## src/rtl/sdc_pkg.sv

```systemverilog
package sdc_pkg;
  typedef enum logic [1:0] {
    ST_RUN  = 2'd0,
    ST_PULL = 2'd1,
    ST_HOLD = 2'd2
  } sdc_state_t;
endpackage

```

## src/rtl/sdc_sync.sv

```systemverilog
module sdc_sync #(
  parameter int STAGES = 2
) (
  input  logic clk,
  input  logic rst_n,
  input  logic d,
  output logic q,
  output logic seen
);
  logic [STAGES-1:0] chain;

  always_ff @(posedge clk or negedge rst_n) begin
    if (!rst_n) chain <= '0;
    else        chain <= {chain[STAGES-2:0], d};
  end

  assign q    = chain[STAGES-1];
  // raw input or any stage: covers the synchronizer latency window
  assign seen = d | (|chain);


  sync_carry_chk: assert property (@(posedge clk) disable iff (!rst_n)
    $past(d) |-> seen);
endmodule

```

## src/rtl/sdc_fsm.sv

```systemverilog
module sdc_fsm
  import sdc_pkg::*;
(
  input  logic       clk,
  input  logic       rst_n,
  input  logic       trip_s,
  input  logic       pin_low_s,
  output sdc_state_t state,
  output logic       pulldown_en,
  output logic       fault_flag
);
  sdc_state_t nxt;

  always_comb begin
    nxt = state;
    unique case (state)
      ST_RUN:  if (trip_s) nxt = ST_PULL;
      ST_PULL: if (pin_low_s && !trip_s) nxt = ST_HOLD;
      ST_HOLD: begin
        if (trip_s)          nxt = ST_PULL;
        else if (!pin_low_s) nxt = ST_RUN;
      end
      default: nxt = ST_RUN;
    endcase
  end

  always_ff @(posedge clk or negedge rst_n) begin
    if (!rst_n) begin
      state      <= ST_RUN;
      fault_flag <= 1'b0;
    end else begin
      state <= nxt;
      if (state == ST_RUN && nxt == ST_PULL) fault_flag <= 1'b1;
      else if (nxt == ST_RUN)                fault_flag <= 1'b0;
    end
  end

  assign pulldown_en = (state == ST_PULL);


  pull_on_trip_chk: assert property (@(posedge clk) disable iff (!rst_n)
    (state == ST_RUN && trip_s) |=> (pulldown_en && fault_flag));

  pull_implies_flag_chk: assert property (@(posedge clk) disable iff (!rst_n)
    pulldown_en |-> fault_flag);

  release_needs_low_chk: assert property (@(posedge clk) disable iff (!rst_n)
    $fell(pulldown_en) |-> $past(pin_low_s));

  flag_clear_needs_high_chk: assert property (@(posedge clk) disable iff (!rst_n)
    $fell(fault_flag) |-> ($past(!pin_low_s) && $past(!trip_s)));
endmodule

```

## src/rtl/smart_shutdown_ctrl.sv

```systemverilog
module smart_shutdown_ctrl
  import sdc_pkg::*;
#(
  parameter int SYNC_STAGES = 2
) (
  input  logic clk,
  input  logic rst_n,
  input  logic trip_in,
  input  logic pin_in,
  output logic gate_off,
  output logic pulldown_en,
  output logic fault_flag
);
  logic       trip_s, trip_seen;
  logic       pin_low_s, pin_low_seen;
  sdc_state_t state;

  sdc_sync #(.STAGES(SYNC_STAGES)) u_trip_sync (
    .clk(clk), .rst_n(rst_n), .d(trip_in), .q(trip_s), .seen(trip_seen)
  );

  sdc_sync #(.STAGES(SYNC_STAGES)) u_pin_sync (
    .clk(clk), .rst_n(rst_n), .d(~pin_in), .q(pin_low_s), .seen(pin_low_seen)
  );

  sdc_fsm u_fsm (
    .clk(clk), .rst_n(rst_n), .trip_s(trip_s), .pin_low_s(pin_low_s),
    .state(state), .pulldown_en(pulldown_en), .fault_flag(fault_flag)
  );

  // fast path: raw trip and raw pin level reach the gates without a clock
  assign gate_off = trip_seen | pin_low_seen | (state != ST_RUN);


  flag_keeps_gates_off_chk: assert property (@(posedge clk) disable iff (!rst_n)
    fault_flag |-> gate_off);

  ext_low_no_pull_chk: assert property (@(posedge clk) disable iff (!rst_n)
    (!fault_flag && !trip_s) |=> !pulldown_en);
endmodule

```

## config.mk

```make
export PLATFORM = sky130hd
export DESIGN_NAME = smart_shutdown_ctrl
export DESIGN_NICKNAME = d
export VERILOG_FILES = /design/src/rtl/sdc_pkg.sv /design/src/rtl/sdc_sync.sv /design/src/rtl/sdc_fsm.sv /design/src/rtl/smart_shutdown_ctrl.sv
export SDC_FILE = /design/constraint.sdc
export NUM_CORES = 1
export LEC_CHECK = 0
export BUFFER_PORTS_ARGS = -buffer_cell sky130_fd_sc_hd__buf_2
export CORE_AREA = 3 3 40 42
export DETAILED_ROUTE_END_ITERATION = 10
export DIE_AREA = 0 0 43 45
export GPL_TIMING_DRIVEN = 0
export PLACE_DENSITY = 0.4
export SYNTH_ARGS = -nofsm -noshare
export SYNTH_HDL_FRONTEND = slang
export SYNTH_SLANG_ARGS = --single-unit
```

## constraint.sdc

```tcl
create_clock -name clk -period 1 [get_ports clk]
set_clock_uncertainty 0.15 [all_clocks]
set_input_delay 0.05 -clock clk [delete_from_list [all_inputs] [get_ports clk]]
set_output_delay 0.05 -clock clk [all_outputs]
set_load 0.1 [all_outputs]
```

==> results.sh <==
export IMPL_status="complete, but fails checks"
export IMPL_violations="setup timing"
export IMPL_grt_util_all_layers_pct=8.38
export IMPL_critical_path_top_delay_family="flip-flops"
export IMPL_routabilityCongestion=0.624
export IMPL_path_depth=3
export IMPL_synthArstFlopShare_pct=100
export IMPL_die_w_um=43
export IMPL_yosys_top_cells_area="dfrtp_1 65%, a21oi_1 5.6%, nor4_1 4.7%"
export IMPL_critical_path_arrival_ns=1.21
export IMPL_fin_ws_ns=-0.413
export IMPL_first_global_vias=265
export IMPL_synth_area_um2=268
export IMPL_cts_tree="built"
export IMPL_synth_ff_type="dfrtp_1"
export IMPL_synth_seq_cells=7
export IMPL_antenna_found_initial=0
export IMPL_clock_latency_ns=0.25
export IMPL_synth_largest_area_cell="dfrtp_1"
export IMPL_drv_cap=0
export IMPL_yosysUniqueCellTypes=11
export IMPL_port_buffers=6
export IMPL_cp_slowest_cell="dfrtp_2"
export IMPL_viasPerCell=4.15
export IMPL_final_area_um2=538
export IMPL_path_buf_inv=1
export IMPL_netlist_area_leader_share_pct=65.4
export IMPL_endpoint_kind="output pin"
export IMPL_drtAntennaViolNets=0
export IMPL_ir_drop_mv=0.712
export IMPL_hold_viol_final=0
export IMPL_power_w=0.000893
export IMPL_num_antenna_cells=0
export IMPL_area_delta_synth_final_pct=101
export IMPL_ys_warn_count=0
export IMPL_rsz0062_at_grt="true"
export IMPL_cts_max_path_buffers=2
export IMPL_endpoint="gate_off"
export IMPL_dieHeight_um=45
export IMPL_fin_crit_sh_pct=141
export IMPL_core_area_um2=1280
export IMPL_setup_viol=6
export IMPL_path_class="reg -> out"
export IMPL_worstPathMaxFanout=2
export IMPL_clock_fmax_mhz=708
export IMPL_timing_slew_headroom_pct=82.9
export IMPL_cts_max_level=1
export IMPL_wirelength_um=589
export IMPL_cp_startpoint="u_fsm.state[0]$_DFF_PN0_"
export IMPL_critPathMaxStageDelay_ns=0.42
export IMPL_start_kind="flip-flop"
export IMPL_reg2reg_depth=4
export IMPL_hold_path_class="in -> async"
export IMPL_powerDensity_nw_per_um2=1660
export IMPL_cts_buffers=3
export IMPL_drive_gt1_share_pct=75.0
export IMPL_reg2reg_to="u_fsm.fault_flag$_DFFE_PN0P_"
export IMPL_drt_pass1_iter_count=3
export IMPL_hold_ws_ns=0.0158
export IMPL_row_count=13
export IMPL_path_cells="nor4_4 -> nand2_4 -> buf_12"
export IMPL_first_iter_violations=1
export IMPL_path_clk_slew_ns=0.05
export IMPL_synth_avg_cell_area_um2=12.2
export IMPL_finalMaxSlewViolations=0
export IMPL_fin_tns_setup_ns=-1.31
export IMPL_postSynthCellCount=22
export IMPL_via_count=228
export IMPL_remaining_drc_errors=0
export IMPL_die_area_um2=1940
export IMPL_r2r_slack_ns=-0.16
export IMPL_synth_nets=26
export IMPL_ys_top_cells_by_count="7 x dfrtp_1, 3 x a21oi_1, 2 x inv_1, 2 x nand2_1, 2 x nor4_1"
export IMPL_root_buffer="clkbuf_4"
export IMPL_synth_edff_count=0
export IMPL_yosysMostFrequentCell="dfrtp_1"
export IMPL_grt_pass1_wl_um=1120
export IMPL_layout_nets=45
export IMPL_num_io_pins=7
export IMPL_dp_slack_ns=-0.338
export IMPL_placed_cell_area_um2=360
export IMPL_worstMarginPinSlew_ns=0.254
export IMPL_fin_crit_ns=1.41
export IMPL_crit_required_ns=0.80
export IMPL_initial_core_util_pct=20.8
export IMPL_p_leak_nw=0.238
export IMPL_globalRouteOverflowTotal=0
export IMPL_r2r_start="u_fsm.state[1]$_DFF_PN0_"
export IMPL_routedWlPerCell_um=10.7
export IMPL_yosysSeqAreaShare_pct=65.4
export IMPL_grt_max_degree=8
export IMPL_cts_sinks=7
[cell families after synthesis]
kind of cell              Yosys count  synth area share (%)
and+or+nand+nor                     8                  19.6
DFF                                 7                  65.4
AOI/OAI and AO/OA                   4                  8.88
buffers and inverters               2                  2.80
xor gates and xnor gates            1                  3.27
[metrics by stage]
step,instances,utilization [%]
floorplan,22,-
global placement,43,28.0
detailed placement,43,28.0
CTS,55,41.9
global route,55,41.9
finish,55,41.9
[where the power goes]
part           switching, W  internal, W  total [W]  leakage [nW]
clock             0.0000967     0.000152   0.000249        0.0150
combinational      0.000161     0.000135   0.000296         0.144
sequential        0.0000350     0.000314   0.000349        0.0790
total              0.000292     0.000601   0.000893         0.238
[flip-flops by register name, indices dropped and copies added (netlist names)]
signal and flops:
u_fsm.fault_flag 1, u_pin_sync.chain 2, u_fsm.state 2, u_trip_sync.chain 2
[area by class of cell]
type                            instances  area (um2)
Clock buffer                            4        26.3
Fill cell                             127         747
Inverter                                2        7.51
Multi-Input combinational cell         13         153
Sequential cell                         7         183
Tap cell                               15        18.8
Timing Repair Buffer                   14         150
[per-layer routing]
layer,wire (um),vias up,track usage (%)
met4,0,0,9.04
met2,323,7,12.6
li1,-,110,-
met1,226,111,8.82
met3,40,0,2.79
met5,0,-,0
[placed cells by master (no fill, tap or decap)]
master | netlist | final
a21oi_2 | 0 | 2
nand2_2 | 0 | 1
buf_12 | 0 | 3
inv_1 | 2 | 2
buf_6 | 0 | 2
a21oi_1 | 3 | 1
buf_2 | 0 | 3
buf_4 | 0 | 3
dfrtp_4 | 0 | 1
o21ai_2 | 1 | 1
and3_4 | 0 | 1
nor4_4 | 0 | 2
xnor2_2 | 0 | 1
nand2b_4 | 0 | 1
dlygate4sd3_1 | 0 | 3
clkbuf_1 | 0 | 1
and2b_4 | 1 | 1
nor3_2 | 1 | 1
nand2_4 | 0 | 1
dfrtp_1 | 7 | 3
clkbuf_4 | 0 | 3
dfrtp_2 | 0 | 3
[repair_timing]
action	4_1_cts	5_1_grt
hold buffers	3	0
resized for setup	20	0
setup endpoints to repair	4	6
pin swaps	2	0
setup buffers	5	0
endpoints found under the hold margin	9	0
[worst min-delay path by stage]
stage / start / to / slack (ns) / depth (start not counted)
after floorplan: rst_n / u_fsm.state[0]$_DFF_PN0_ / -0.40 / 0
after global placement: rst_n / u_trip_sync.chain[1]$_DFF_PN0_ / -0.26 / 1
after detailed placement: rst_n / u_trip_sync.chain[1]$_DFF_PN0_ / -0.26 / 1
after CTS: rst_n / u_trip_sync.chain[1]$_DFF_PN0_ / 0.002 / 2
after global routing: rst_n / u_trip_sync.chain[0]$_DFF_PN0_ / 0.01 / 2
final: rst_n / u_trip_sync.chain[1]$_DFF_PN0_ / 0.02 / 2
Power figures use the tool's default switching activity.
